### src/rtl/wbm_pkg.sv
package wbm_pkg;
  typedef enum logic [2:0] {
    ST_IDLE,
    ST_AW_GAP,
    ST_AW,
    ST_W_GAP,
    ST_W,
    ST_B
  } wbm_state_e;
endpackage

### src/rtl/wbm_beat_store.sv
// Per-beat storage: data word plus idle-gap count. One read port feeds the
// beat on the bus, the other looks up the gap of the upcoming beat.
module wbm_beat_store #(
  parameter int IDX_W  = 4,
  parameter int DATA_W = 32,
  parameter int DLY_W  = 8
) (
  input  logic              clk,
  input  logic              wr_en,
  input  logic [IDX_W-1:0]  wr_idx,
  input  logic [DATA_W-1:0] wr_data,
  input  logic [DLY_W-1:0]  wr_gap,
  input  logic [IDX_W-1:0]  rd_idx,
  output logic [DATA_W-1:0] rd_data,
  input  logic [IDX_W-1:0]  gap_idx,
  output logic [DLY_W-1:0]  gap_out
);
  localparam int DEPTH = 1 << IDX_W;

  logic [DATA_W-1:0] data_mem [DEPTH];
  logic [DLY_W-1:0]  gap_mem  [DEPTH];

  always_ff @(posedge clk) begin
    if (wr_en) begin
      data_mem[wr_idx] <= wr_data;
      gap_mem[wr_idx]  <= wr_gap;
    end
  end

  assign rd_data = data_mem[rd_idx];
  assign gap_out = gap_mem[gap_idx];
endmodule

### src/rtl/wbm_gap_timer.sv
// Down counter for idle gaps. Loaded with G, it reports its final gap cycle
// when the count reaches one, so a gap state lasts exactly G cycles.
module wbm_gap_timer #(
  parameter int DLY_W = 8
) (
  input  logic             clk,
  input  logic             rst_n,
  input  logic             load,
  input  logic [DLY_W-1:0] load_val,
  input  logic             dec,
  output logic             last_cycle
);
  logic [DLY_W-1:0] cnt_q, cnt_d;

  always_comb begin
    cnt_d = cnt_q;
    if (load) begin
      cnt_d = load_val;
    end else if (dec) begin
      cnt_d = cnt_q - 1'b1;
    end
  end

  always_ff @(posedge clk or negedge rst_n) begin
    if (!rst_n) begin
      cnt_q <= '0;
    end else begin
      cnt_q <= cnt_d;
    end
  end

  assign last_cycle = (cnt_q == DLY_W'(1));
endmodule

### src/rtl/wbm_resp_capture.sv
// Registers a completed response and raises a one-cycle report strobe.
module wbm_resp_capture #(
  parameter int ID_W = 4
) (
  input  logic            clk,
  input  logic            rst_n,
  input  logic            take,
  input  logic [ID_W-1:0] in_id,
  input  logic [1:0]      in_code,
  output logic            out_valid,
  output logic [ID_W-1:0] out_id,
  output logic [1:0]      out_code
);
  always_ff @(posedge clk or negedge rst_n) begin
    if (!rst_n) begin
      out_valid <= 1'b0;
    end else begin
      out_valid <= take;
    end
  end

  always_ff @(posedge clk) begin
    if (take) begin
      out_id   <= in_id;
      out_code <= in_code;
    end
  end
endmodule

### src/rtl/axi_wr_burst_master.sv
module axi_wr_burst_master
  import wbm_pkg::*;
#(
  parameter int ID_W   = 4,
  parameter int ADDR_W = 32,
  parameter int DATA_W = 32,
  parameter int LEN_W  = 4,
  parameter int DLY_W  = 8
) (
  input  logic              clk,
  input  logic              rst_n,
  input  logic              cmd_valid,
  output logic              cmd_ready,
  input  logic [ID_W-1:0]   cmd_id,
  input  logic [ADDR_W-1:0] cmd_addr,
  input  logic [LEN_W-1:0]  cmd_last_idx,
  input  logic [DLY_W-1:0]  cmd_gap,
  input  logic              bm_we,
  input  logic [LEN_W-1:0]  bm_idx,
  input  logic [DATA_W-1:0] bm_data,
  input  logic [DLY_W-1:0]  bm_gap,
  output logic [ID_W-1:0]   awid,
  output logic [ADDR_W-1:0] awaddr,
  output logic [LEN_W-1:0]  awlen,
  output logic              awvalid,
  input  logic              awready,
  output logic [ID_W-1:0]   wid,
  output logic [DATA_W-1:0] wdata,
  output logic              wlast,
  output logic              wvalid,
  input  logic              wready,
  input  logic [ID_W-1:0]   bid,
  input  logic [1:0]        bresp,
  input  logic              bvalid,
  output logic              bready,
  output logic              rsp_valid,
  output logic [ID_W-1:0]   rsp_id,
  output logic [1:0]        rsp_code
);
  wbm_state_e       st_q, st_d;
  logic [LEN_W-1:0] beat_q, beat_d;
  logic [ID_W-1:0]  id_q;
  logic [ADDR_W-1:0] addr_q;
  logic [LEN_W-1:0] len_q;

  logic             accept, aw_hs, w_hs, b_hs, on_last;
  logic [LEN_W-1:0] gap_idx;
  logic [DLY_W-1:0] nxt_gap;
  logic             tmr_load, tmr_dec, tmr_last;
  logic [DLY_W-1:0] tmr_val;

  // Channel decode straight from the state register
  assign cmd_ready = (st_q == ST_IDLE);
  assign awvalid   = (st_q == ST_AW);
  assign wvalid    = (st_q == ST_W);
  assign bready    = (st_q == ST_B);

  assign accept  = cmd_valid && cmd_ready;
  assign aw_hs   = awvalid && awready;
  assign w_hs    = wvalid && wready;
  assign b_hs    = bvalid && bready;
  assign on_last = (beat_q == len_q);

  assign awid   = id_q;
  assign wid    = id_q;
  assign awaddr = addr_q;
  assign awlen  = len_q;
  assign wlast  = on_last;

  // Gap of the beat that follows the current handshake
  assign gap_idx = (st_q == ST_AW) ? '0 : beat_q + 1'b1;

  // Store writes only while idle
  wbm_beat_store #(
    .IDX_W (LEN_W),
    .DATA_W(DATA_W),
    .DLY_W (DLY_W)
  ) u_store (
    .clk    (clk),
    .wr_en  (bm_we && cmd_ready),
    .wr_idx (bm_idx),
    .wr_data(bm_data),
    .wr_gap (bm_gap),
    .rd_idx (beat_q),
    .rd_data(wdata),
    .gap_idx(gap_idx),
    .gap_out(nxt_gap)
  );

  assign tmr_load = accept || aw_hs || (w_hs && !on_last);
  assign tmr_val  = cmd_ready ? cmd_gap : nxt_gap;
  assign tmr_dec  = (st_q == ST_AW_GAP) || (st_q == ST_W_GAP);

  wbm_gap_timer #(
    .DLY_W(DLY_W)
  ) u_timer (
    .clk       (clk),
    .rst_n     (rst_n),
    .load      (tmr_load),
    .load_val  (tmr_val),
    .dec       (tmr_dec),
    .last_cycle(tmr_last)
  );

  // Next-state logic
  always_comb begin
    st_d   = st_q;
    beat_d = beat_q;
    unique case (st_q)
      ST_IDLE: begin
        if (cmd_valid) begin
          st_d = (cmd_gap == '0) ? ST_AW : ST_AW_GAP;
        end
      end
      ST_AW_GAP: begin
        if (tmr_last) begin
          st_d = ST_AW;
        end
      end
      ST_AW: begin
        if (awready) begin
          beat_d = '0;
          st_d   = (nxt_gap == '0) ? ST_W : ST_W_GAP;
        end
      end
      ST_W_GAP: begin
        if (tmr_last) begin
          st_d = ST_W;
        end
      end
      ST_W: begin
        if (wready) begin
          if (on_last) begin
            st_d = ST_B;
          end else begin
            beat_d = beat_q + 1'b1;
            st_d   = (nxt_gap == '0) ? ST_W : ST_W_GAP;
          end
        end
      end
      ST_B: begin
        if (bvalid) begin
          st_d = ST_IDLE;
        end
      end
      default: st_d = ST_IDLE;
    endcase
  end

  always_ff @(posedge clk or negedge rst_n) begin
    if (!rst_n) begin
      st_q   <= ST_IDLE;
      beat_q <= '0;
    end else begin
      st_q   <= st_d;
      beat_q <= beat_d;
    end
  end

  // Command fields, loaded with the accept enable
  always_ff @(posedge clk) begin
    if (accept) begin
      id_q   <= cmd_id;
      addr_q <= cmd_addr;
      len_q  <= cmd_last_idx;
    end
  end

  wbm_resp_capture #(
    .ID_W(ID_W)
  ) u_resp (
    .clk      (clk),
    .rst_n    (rst_n),
    .take     (b_hs),
    .in_id    (bid),
    .in_code  (bresp),
    .out_valid(rsp_valid),
    .out_id   (rsp_id),
    .out_code (rsp_code)
  );
endmodule


### config.mk
export PLATFORM = sky130hd
export DESIGN_NAME = axi_wr_burst_master
export DESIGN_NICKNAME = d
export VERILOG_FILES = /design/src/rtl/wbm_pkg.sv /design/src/rtl/wbm_beat_store.sv /design/src/rtl/wbm_gap_timer.sv /design/src/rtl/wbm_resp_capture.sv /design/src/rtl/axi_wr_burst_master.sv
export SDC_FILE = /design/constraint.sdc
export NUM_CORES = 1
export LEC_CHECK = 0
export BUFFER_PORTS_ARGS = -buffer_cell sky130_fd_sc_hd__buf_2
export CELL_PAD_IN_SITES_DETAIL_PLACEMENT = 1
export CELL_PAD_IN_SITES_GLOBAL_PLACEMENT = 2
export CORE_MARGIN = 3
export CORE_UTILIZATION = 35
export CTS_BUF_LIST = sky130_fd_sc_hd__clkbuf_8
export CTS_CLUSTER_DIAMETER = 100
export CTS_CLUSTER_SIZE = 20
export DETAILED_ROUTE_END_ITERATION = 8
export GPL_ROUTABILITY_DRIVEN = 0
export PLACE_DENSITY_LB_ADDON = 0.1
export SETUP_SLACK_MARGIN = 0.05
export SLEW_MARGIN = 20
export SYNTH_ARGS = -nofsm -noshare
export SYNTH_HDL_FRONTEND = slang
export SYNTH_SLANG_ARGS = --single-unit
### constraint.sdc
create_clock -name clk -period 9.51 [get_ports clk]
set_input_delay 0.4755 -clock clk [delete_from_list [all_inputs] [get_ports clk]]
set_output_delay 0.4755 -clock clk [all_outputs]
set_load 0.005 [all_outputs]
==> impl_metrics.tcl <==
set metrics [dict create \
    synth_flop_cell "edfxtp_1" \
    synth-edff-count 686 \
    die_w_um 283 \
    ctsRootBufferMaster "clkbuf_8" \
    drive_above_1_share_pct 32.6 \
    post_drt_wl_per_cell_um 28.2 \
    async_flop_share_pct 2.28 \
    maxCapViolations 0 \
    stdcell_count 2475 \
    initial_core_util_pct 35.7 \
    cp_max_fo 105 \
    rsz0062_at_grt "no" \
    postSynthCellCount 1202 \
    clk_pin_slew_ns 0.12 \
    power_density_nw_per_um2 196 \
    report.final.slew_viol_count 0 \
    max_freq_mhz 206 \
    required_ns 9.03 \
    grt.total_usage_pct 17.3 \
    dp_cells 2377 \
    crit_type "reg -> out" \
    synth_fp_nets 1310 \
    min_to "u_timer.cnt_q[7]" \
    rr_worst_depth 9 \
    syn_avg_cell_area_um2 22.3 \
    dr.pass1.iters 5 \
    status "completed" \
    hpwl_mm 34.4 \
    r2r_slack_ns 5.29 \
    die_y_um 283 \
    cts_buffers 41 \
    yosysTopAreaCellShare_pct 76.7 \
    period_share_pct 51.1 \
    clkSinkCount 702 \
    grt_pass1_wl_mm 102 \
    htreeDepth 2 \
    cts_setup_buffers 0 \
    final.setup.tns_ns 0 \
    worstHoldPathCells 3 \
    clk_latency_ns 0.68 \
    clockBufferDepth 3 \
    regToRegStartpoint "beat_q[0]" \
    grt_max_degree 106 \
    dr.first_iter.drc_count 846 \
    synthToLayoutAreaGrowth_pct 12.6 \
    yosys-top-cells-area "edfxtp_1, mux4_2, dfrtp_1" \
    syn_area_um2 26800 \
    crit_arrival_ns 4.38 \
    slew_headroom_pct 31.6 \
    synth_cell_types 66 \
    setup_viol 0 \
    yosysWarnings 0 \
    setup_ws_ns 4.65 \
    hp-start "cmd_gap[7]" \
    r2r_end "st_q[1]" \
    hold_class "in -> reg" \
    period_minus_slack_ns 4.86 \
    core-area_um2 75200 \
    peakVddDrop_v 0.0000939 \
    wl_mm 69.7 \
    final_nets 1555 \
    ios 193 \
    design_area_um2 30200 \
    overflow 0 \
    num_vias 12984 \
    post-place-ws_ns 5.12 \
    drc 0 \
    port-buffer-count 192 \
    ys_seq_area_share_pct 78.2 \
    whs_ns 0.117 \
    rows 100 \
    tightest_slew_ns 1.03 \
    antenna_found_initial 7 \
    skew_ns 0.0376 \
    via_per_inst 5.25 \
    critPathCaptureType "output pin" \
    start_kind "flip-flop" \
    synth_top_cell_by_area "edfxtp_1" \
    power_leakage_nw 9.23 \
    placed_cell_area_um2 29100 \
    grt_pass1_vias 13973 \
    cts_tree "yes" \
    synth.ff_latch_count 702 \
    dieArea_um2 80100 \
    post-synth-top-count-cell "edfxtp_1" \
    hold_violations 0 \
    synthTopCellsByCount "edfxtp_1, mux4_2, nor2_1" \
    ant_nets 0 \
]
flip-flops by register name, summed over array words and instances (netlist names):
register	cells
u_store.data_mem	512
beat_q	4
awid	4
u_resp.out_valid	1
u_resp.out_id	4
awaddr	32
u_resp.out_code	2
u_store.gap_mem	128
u_timer.cnt_q	8
st_q	3
awlen	4
report_power, final:
group          internal [mW]  switching [mW]
Clock                  0.437           0.928
Sequential              3.50          0.0621
Combinational          0.412           0.579
worst max path at each step:
stage / start / to / slack, ns
6_report: beat_q[0] / wdata[25] / 4.65
5_1_grt: beat_q[0] / wdata[25] / 4.28
4_1_cts: beat_q[0] / wdata[25] / 4.41
3_5_place_dp: beat_q[0] / st_q[1] / 5.12
3_3_place_gp: beat_q[0] / st_q[1] / 5.13
2_1_floorplan: st_q[1] / u_store.data_mem[0][0] / 4.62
metal layers:
metal  global-route usage, %  part of all wire (%)  vias to the layer above
met4                    4.22                   2.0                        6
met5                       0                 0.050                        -
met1                    24.7                    46                     7073
met3                    2.97                   4.8                       77
met2                    27.8                    47                      329
li1                        -                     -                     5499
cells in the final DEF, fill, tap and decap left out, types with 3 or more instances in the layout:
master         instances
o22ai_1               11
clkbuf_8              42
o2111ai_1              4
ha_1                   3
inv_1                  6
nor4_1                 4
dfrtp_1               12
o21ai_0               21
buf_4                 25
a2111oi_0              4
nand3_1                9
dlygate4sd3_1         47
mux2_2                15
nor2_4                12
mux4_2               166
nand2_1               20
nor3_2                 4
a22oi_1                3
nor2_1                22
o21ai_1                4
nand2b_1               6
nor2b_1                4
edfxtp_1             686
xnor2_1               11
a211oi_1               8
a221oi_1               4
o221ai_1               3
buf_2                192
dfrtp_4                3
nor3_1                 8
a21oi_1               18
mux2i_1               19
cell type report:
type	instances	area (µm²)
multi-input cells	429	5620
flip-flops and latches	702	21000
well taps	1020	1280
diodes	2	5.00
fillers	7119	45000
repair buffers	265	1640
clock buffers	42	578
inverters	8	35.0
clock inverters	7	75.1
metrics by stage:
stage	util, %	total power [mW]
after global placement	38.7	4.63
after floorplan	-	4.26
after CTS	40.2	6.03
final	40.2	5.92
after global routing	40.2	6.22
after detailed placement	38.7	4.64
kinds of logic (layout without fill, tap and decap cells):
family / count (synthesis) / count (layout) / synth area share (%)
compound gates: 102 / 102 / 2.54
xor+xnor: 13 / 13 / 0.424
fa+ha+maj: 3 / 3 / 0.140
buf+inv: 71 / 322 / 1.26
flops: 702 / 702 / 78.2
mux: 200 / 200 / 15.3
other cells: 0 / 2 / 0
simple gates: 111 / 111 / 2.14
timing repair:
action | CTS | global route
hold buffers | 47 | 0
endpoints found under the setup margin | 0 | 0
endpoints found under the hold margin | 62 | 0
gates resized for setup | 0 | 0
worst max-delay path, stage by stage (launching register included):
cell and delay, ns:
dfrtp_4 0.72, buf_12 0.67, buf_4 0.86, mux4_2 0.61, mux4_2 0.55, buf_2 0.17
Power figures use the tool's default switching activity.
